==> config.mk <==
export PLATFORM = sky130hd
export DESIGN_NAME = tbl_base_regs
export DESIGN_NICKNAME = d
export VERILOG_FILES = /design/src/rtl/tbl_pkg.sv /design/src/rtl/tbl_half_merge.sv /design/src/rtl/tbl_attr_sanitise.sv /design/src/rtl/tbl_base_regs.sv
export SDC_FILE = /design/constraint.sdc
export NUM_CORES = 1
export LEC_CHECK = 0
export ABC_CLOCK_PERIOD_IN_PS = 8760
export BUFFER_PORTS_ARGS = -buffer_cell sky130_fd_sc_hd__buf_4
export CAP_MARGIN = 20
export CELL_PAD_IN_SITES_DETAIL_PLACEMENT = 1
export CELL_PAD_IN_SITES_GLOBAL_PLACEMENT = 1
export CORE_ASPECT_RATIO = 1.1
export CORE_MARGIN = 1
export CORE_UTILIZATION = 48
export CTS_CLUSTER_SIZE = 28
export DETAILED_ROUTE_END_ITERATION = 10
export PLACE_DENSITY = 0.85
export SLEW_MARGIN = 20
export SYNTH_ARGS = -nofsm -noshare
export SYNTH_HDL_FRONTEND = slang
export SYNTH_HIERARCHICAL = 1
export SYNTH_SLANG_ARGS = --single-unit
==> constraint.sdc <==
create_clock -name clk -period 8.76 [get_ports clk]
set_input_delay 1.314 -clock clk [delete_from_list [all_inputs] [get_ports clk]]
set_output_delay 1.314 -clock clk [all_outputs]
set_load 0.05 [all_outputs]
==> src/rtl/tbl_pkg.sv <==
// Shared encodings, field positions and reserved masks for the table base
// register block. Assumes the 64-bit register layout used by tbl_base_regs.
package tbl_pkg;
    localparam int REG_W   = 64;
    localparam int HALF_W  = REG_W / 2;
    localparam int NUM_REG = 2;

    // Field positions
    localparam int SH_LO  = 10;
    localparam int SH_W   = 2;
    localparam int ICC_LO = 7;
    localparam int OCC_LO = 56;
    localparam int CC_W   = 3;

    // Shareability codes
    localparam logic [SH_W-1:0] SH_INNER = 2'd1;
    localparam logic [SH_W-1:0] SH_OUTER = 2'd2;

    // Cacheability codes
    localparam logic [CC_W-1:0] CC_DEV_SAME = 3'd0;
    localparam logic [CC_W-1:0] CC_NONCACHE = 3'd1;
    localparam logic [CC_W-1:0] CC_RA_WB    = 3'd3;

    // Reserved-bit masks (bits forced to zero)
    localparam logic [REG_W-1:0] PROP_CLR = 64'hF8FF_0000_0000_0060;
    localparam logic [REG_W-1:0] PEND_CLR = 64'hB8FF_0000_0000_F07F;

    // Value held after reset: zero after sanitising
    localparam logic [REG_W-1:0] RST_VAL = 64'h0000_0000_0000_0180;

    // Outer shareable folds to inner shareable
    function automatic logic [SH_W-1:0] fix_sh(input logic [SH_W-1:0] v);
        return (v == SH_OUTER) ? SH_INNER : v;
    endfunction

    // Device or non-cacheable inner attribute becomes write-back
    function automatic logic [CC_W-1:0] fix_icc(input logic [CC_W-1:0] v);
        return (v == CC_DEV_SAME || v == CC_NONCACHE) ? CC_RA_WB : v;
    endfunction

    // Outer attribute limited to same-as-inner or non-cacheable
    function automatic logic [CC_W-1:0] fix_occ(input logic [CC_W-1:0] v);
        return (v == CC_DEV_SAME || v == CC_NONCACHE) ? v : CC_NONCACHE;
    endfunction
endpackage

==> src/rtl/tbl_half_merge.sv <==
// Merges write data into the current register value.
// Assumes: narrow writes carry their data in the low half of wr_data.
module tbl_half_merge
    import tbl_pkg::*;
(
    input  logic [REG_W-1:0] cur,
    input  logic [REG_W-1:0] wdata,
    input  logic             hi,
    input  logic             wide,
    output logic [REG_W-1:0] merged
);
    // Select which half (or whole word) takes the new data
    always_comb begin
        if (wide)
            merged = wdata;
        else if (hi)
            merged = {wdata[HALF_W-1:0], cur[HALF_W-1:0]};
        else
            merged = {cur[REG_W-1:HALF_W], wdata[HALF_W-1:0]};
    end
endmodule

==> src/rtl/tbl_attr_sanitise.sv <==
// Coerces attribute fields to supported codes and clears reserved bits.
// Assumes: CLR_MASK never covers the shareability or cacheability fields.
module tbl_attr_sanitise
    import tbl_pkg::*;
#(
    parameter logic [REG_W-1:0] CLR_MASK = PROP_CLR
) (
    input  logic [REG_W-1:0] din,
    output logic [REG_W-1:0] dout
);
    logic [REG_W-1:0] fixed;

    // Replace the three attribute fields with their coerced codes
    always_comb begin
        fixed = din;
        fixed[SH_LO  +: SH_W] = fix_sh (din[SH_LO  +: SH_W]);
        fixed[ICC_LO +: CC_W] = fix_icc(din[ICC_LO +: CC_W]);
        fixed[OCC_LO +: CC_W] = fix_occ(din[OCC_LO +: CC_W]);
    end

    // Zero every reserved bit
    assign dout = fixed & ~CLR_MASK;
endmodule

==> src/rtl/tbl_base_regs.sv <==
// Property and pending table base registers with write sanitising.
// Assumes: one access per cycle; rd_data is a combinational view of storage.
module tbl_base_regs
    import tbl_pkg::*;
(
    input  logic             clk,
    input  logic             rst_n,
    input  logic             lpi_on,
    input  logic             acc_sel,
    input  logic             acc_hi,
    input  logic             acc_wide,
    input  logic             wr_en,
    input  logic [REG_W-1:0] wr_data,
    output logic [REG_W-1:0] rd_data
);
    logic [REG_W-1:0] reg_q [NUM_REG];

    for (genvar g = 0; g < NUM_REG; g++) begin : g_reg
        localparam logic [REG_W-1:0] MASK = (g == 0) ? PROP_CLR : PEND_CLR;
        logic [REG_W-1:0] merged;
        logic [REG_W-1:0] clean;
        logic             take;

        tbl_half_merge u_merge (
            .cur    (reg_q[g]),
            .wdata  (wr_data),
            .hi     (acc_hi),
            .wide   (acc_wide),
            .merged (merged)
        );

        tbl_attr_sanitise #(.CLR_MASK(MASK)) u_san (
            .din  (merged),
            .dout (clean)
        );

        assign take = wr_en && !lpi_on && (acc_sel == 1'(g));

        // Hold or load the sanitised word
        always_ff @(posedge clk) begin
            if (!rst_n)
                reg_q[g] <= RST_VAL;
            else if (take)
                reg_q[g] <= clean;
        end

        AST_LOCK_FREEZE: assert property (@(posedge clk) disable iff (!rst_n)
            (wr_en && lpi_on) |=> $stable(reg_q[g]));
        AST_LOW_ONLY: assert property (@(posedge clk) disable iff (!rst_n)
            (wr_en && !acc_wide && !acc_hi) |=> $stable(reg_q[g][REG_W-1:HALF_W]));
        AST_HIGH_ONLY: assert property (@(posedge clk) disable iff (!rst_n)
            (wr_en && !acc_wide && acc_hi) |=> $stable(reg_q[g][HALF_W-1:0]));
        AST_OTHER_REG: assert property (@(posedge clk) disable iff (!rst_n)
            (wr_en && acc_sel != 1'(g)) |=> $stable(reg_q[g]));
        AST_NO_OUTER_SH: assert property (@(posedge clk) disable iff (!rst_n)
            reg_q[g][SH_LO +: SH_W] != SH_OUTER);
        AST_INNER_CC: assert property (@(posedge clk) disable iff (!rst_n)
            reg_q[g][ICC_LO +: CC_W] > CC_NONCACHE);
        AST_OUTER_CC: assert property (@(posedge clk) disable iff (!rst_n)
            reg_q[g][OCC_LO +: CC_W] <= CC_NONCACHE);
    end

    AST_PROP_RES0: assert property (@(posedge clk) disable iff (!rst_n)
        (reg_q[0] & PROP_CLR) == '0);
    AST_PEND_RES0: assert property (@(posedge clk) disable iff (!rst_n)
        (reg_q[1] & PEND_CLR) == '0);

    logic [REG_W-1:0] sel_q;

    // Pick the register and the half for the read port
    always_comb begin
        sel_q = reg_q[acc_sel];
        if (acc_wide)
            rd_data = sel_q;
        else if (acc_hi)
            rd_data = {{HALF_W{1'b0}}, sel_q[REG_W-1:HALF_W]};
        else
            rd_data = {{HALF_W{1'b0}}, sel_q[HALF_W-1:0]};
    end
endmodule

Word-level counts from Yosys, hierarchy flattened
Memory sizes are Yosys's and may differ from the RTL's.
Cells that the tools add are included.
{"block": "word_totals", "ramBits": 100, "n_memories": 1, "in_bits": 71, "latchBits": 0, "rom_bits": 0, "regBits": 0}
{"memory": "reg_q", "depth": 2, "word_bits": 50, "rd": 3, "rd_ports_with_merged_regs": 0, "write_ports": 2, "line_no": "tbl_base_regs.sv:16", "text": "logic [REG_W-1:0] reg_q [NUM_REG];"}
{"block": "op_classes", "n_eq_ne": 6, "add_sub_neg": 0, "n_reduce_logical": 12, "multipliers": 0, "n_shift": 0, "n_div": 0, "bitwise": 3, "mux": 21, "order_cmp": 0}
{"operator": "$mux 63", "n": 2}
{"operator": "$mux 59", "n": 2}
{"operator": "$mux 50", "n": 2}
{"operator": "$mux 64", "n": 1}
{"operator": "$mux 32", "n": 1}
{"operator": "$eq 3x1->1 const B", "n": 4}
{"operator": "$logic_not 3->1", "n": 4}
{"operator": "$mux 3", "n": 4}
{"operator": "$mux 1", "n": 7}
{"operator": "$eq 2x2->1 const B", "n": 2}
{"operator": "$logic_or 1x1->1", "n": 4}
{"operator": "$mux 2", "n": 2}
{"operator": "$logic_and 1x1->1", "n": 3}
{"operator": "$or 1x1->1", "n": 2}
{"operator": "$logic_not 1->1", "n": 1}
{"operator": "$not 1->1", "n": 1}

Logic depth before layout (Yosys ltp)
{"block": "depth", "ltp_word": 7, "mapped_depth": 7, "mapped_depth_nobuf": 4}

Hierarchy
Netlist, hierarchy kept.
{"module": "tbl_base_regs", "cells_per_inst": 387, "area_per_inst_um2": 6098.3, "n_inst": 1}
{"module": "tbl_half_merge", "cells_per_inst": 144, "area_per_inst_um2": 1192.4, "n_inst": 2}
{"module": "tbl_attr_sanitise", "cells_per_inst": 65, "area_per_inst_um2": 475.5, "n_inst": 2}

Least setup slack after synthesis
No wires, ideal clock.
{"block": "synth_timing", "kind": "input to register", "from": "input acc_sel", "to": "memory reg_q[0][0] (netlist bit) (enable)", "required_ps": 8186, "cell_stages": 3, "setup_slack_ps": 2026, "setup_time_ps": 574, "t_arrival_ps": 6159, "cell_sequence": "buf_6 > buf_4 > o21ai_0"}
{"item": "from (decl)", "line_no": "tbl_base_regs.sv:9", "text": "input logic acc_sel,"}
{"item": "to (decl)", "line_no": "tbl_base_regs.sv:16"}

Worst setup path after layout
{"block": "layout_timing", "from": "input acc_hi", "to": "output rd_data[1]"}
{"block": "layout_between", "elab_chain_len": 2}
{"item": "from (decl)", "line_no": "tbl_base_regs.sv:10", "text": "input logic acc_hi,"}
{"item": "$mux 32", "line_no": "tbl_base_regs.sv:75", "text": "else if (acc_hi)"}
{"item": "$mux 64", "line_no": "tbl_base_regs.sv:73", "text": "if (acc_wide)"}
{"item": "to (decl)", "line_no": "tbl_base_regs.sv:14", "text": "output logic [REG_W-1:0] rd_data"}
No other way between the ends.

==> out/results.txt <==
Status: finished, final reports clean
Nets: 800
Vias in the first global route: 5,626
TritonRoute pass-1 iters: 4
Setup TNS: 0 ps
Global-route wire length before repair: 30.3 mm
DRT iter0 DRCs: 219
Setup bufs post-CTS: 0
Post-CTS sizing: 0
R2R setup slack: 7290 ps
Final hold viol count: 0
Critical Path Max Stage Delay: 810 ps
H-tree Lvls: 4
Remaining DRCs: 0
Initial antenna violation count: 0
Insertion delay to the later sink of the worst-skew pair: 420 ps
Starting density of the core: 0.493
Slowest cell on crit path: nand2b_2
Clk slew on worst S/H paths: 60 ps
IO buf count: 122
Critical path peak fanout: 42
Wire length per cell: 19.9 µm
Rows: 51
Cell family with most CP delay: simple AND/OR/NAND/NOR gates
Via/cell ratio: 5.24
Number of flip-flops in the largest register: 128
Ys Warns: 6
DP Wirelength: 11.7 mm
Hold Path Depth: 2
Reg-to-reg endpoint: reg_q[1][56]$_SDFFCE_PN0P_
Hold-fix buffers, CTS: 0
Worst Reg-to-Reg Cells: 4
Via count: 5,137
Pwr/cell area: 180 nW/µm²
Min-Delay Path Class: flop to flop
Total GRT Usage: 0.218
Tmin final: 4850 ps
Inserted Diodes: 0
Crit start category: input port
WP data arrival: 3540 ps
CTS tree: yes
Final period utilization: 0.554
Actual slew at the worst max-slew pin: 1100 ps
Total clock sinks: 128
Largest Register: reg_q
Mean post-synth cell area: 12.2 µm²
Largest registers: reg_q: 128 flops
Required @ worst endpoint: 7450 ps
Skew final: 7.36 ps
Largest net degree at the start of global routing: 113
Buf/Inv on CP: 2
Max Slew Vio Count: 0
RSZ-0062 raised after global routing: no
DP Worst Slack: 3900 ps
Cts bufs inserted: 17
Die Span Y: 144 µm
Area growth syn-to-layout: 8.01%
Die width: 131 µm
Finish-stage setup viols: 0
Root Driver: clkbuf_16
Fmax: 206 MHz
WHS Endpoint: reg_q[0][0]$_SDFFCE_PN0P_
Mapped Cells: 717
Max-cap violations: 0
Crit path top cell by count: buf_4
Worst Setup End Kind: primary output
Global route total overflow: 0
Critical path type: input port to primary output
Peak supply drop: 0.120 mV
Clock Path Buffers: 2
Routability cong.: 0.764
Critical R2R Launch: reg_q[1][58]$_SDFFCE_PN0P_
IO Pins: 135
LEAKAGE: 0.00397 µW
Hold Crit Start: reg_q[0][0]$_SDFFCE_PN0P_
Fillers: 1,853
Post-Syn Area: 8780 µm²
Crit path cell chain: buf_4 -> nand2b_2 -> mux4_2 -> buf_4
Setup slack after layout: 3910 ps
Ratio of cells with drive above 1 in the final layout: 0.329
Post-DRT Antenna Nets: 0
Core area: 17,800 µm²
Max_slew headroom: 0.268
Final WL: 19.5 mm
Die Area: 18,800 µm²
## tightest hold or removal path: stages (launching register included)
cell and delay, ps:
edfxtp_1 340, mux2_2 140, and2_1 100
## routing by layer
metal,vias up,share of wire,GRT usage
met5,-,0,0
met4,0,0.013,0.0665
met3,17,0.044,0.0510
met2,136,0.53,0.394
met1,2606,0.41,0.253
li1,2378,-,-
## worst max-delay path by stage
stage          startpoint                   endpoint  slack, ps  cells past startpoint
2_1_floorplan     acc_sel  reg_q[0][0]$_SDFFCE_PN0P_       2030                      3
3_3_place_gp       acc_hi                 rd_data[1]       3910                      4
3_5_place_dp       acc_hi                 rd_data[1]       3900                      4
4_1_cts            acc_hi                 rd_data[1]       3890                      4
5_1_grt            acc_hi                 rd_data[1]       3840                      4
6_report           acc_hi                 rd_data[1]       3910                      4
## report_power, final
| part | total (µW) | switching [µW] | leakage [µW] | internal [µW] |
|---|---|---|---|---|
| clock | 633 | 252 | 0.000253 | 381 |
| sequential | 735 | 20.7 | 0.00130 | 715 |
| combinational | 334 | 199 | 0.00242 | 135 |
| total | 1700 | 472 | 0.00397 | 1230 |
## area by class of cell
type,count,area [µm²],share of cell area
tap,238,298,0.0314
inverter,1,3.75,0.000396
multi-input combinational,452,3850,0.406
clock buffer,21,440,0.0465
clock inverter,11,72.6,0.00765
timing repair buffer,129,968,0.102
sequential,128,3840,0.405
## cells in the final DEF, fill, tap and decap left out
cell type  count
o21ai_4        2
or3_1          2
mux2_2         2
clkbuf_1       4
o21ai_0       39
bufinv_16      1
edfxtp_1     128
mux2i_1       71
and4bb_2       1
conb_1        42
or2_2          2
nor2b_4        2
nand2b_1       7
clkinv_2       4
clkbuf_16     17
mux2_4        49
nor2b_1       32
and2_1       126
nand2b_2       1
and4b_2        1
clkinv_1       6
mux4_2        32
nand2_1       39
o21bai_1       2
inv_2          1
buf_4        129
## metrics by stage
stage	std cells	instance area [µm²]	utilization	hold WS [ps]	total power (µW)
6_report	980	9480	0.533	691	1700
5_1_grt	980	9480	0.533	701	1760
4_1_cts	980	9480	0.533	692	1720
3_5_place_dp	948	8970	0.504	675	1080
3_3_place_gp	948	8970	0.504	656	1070
2_1_floorplan	757	8930	-	712	1040
Note: power is estimated with default switching activity, not from simulation.
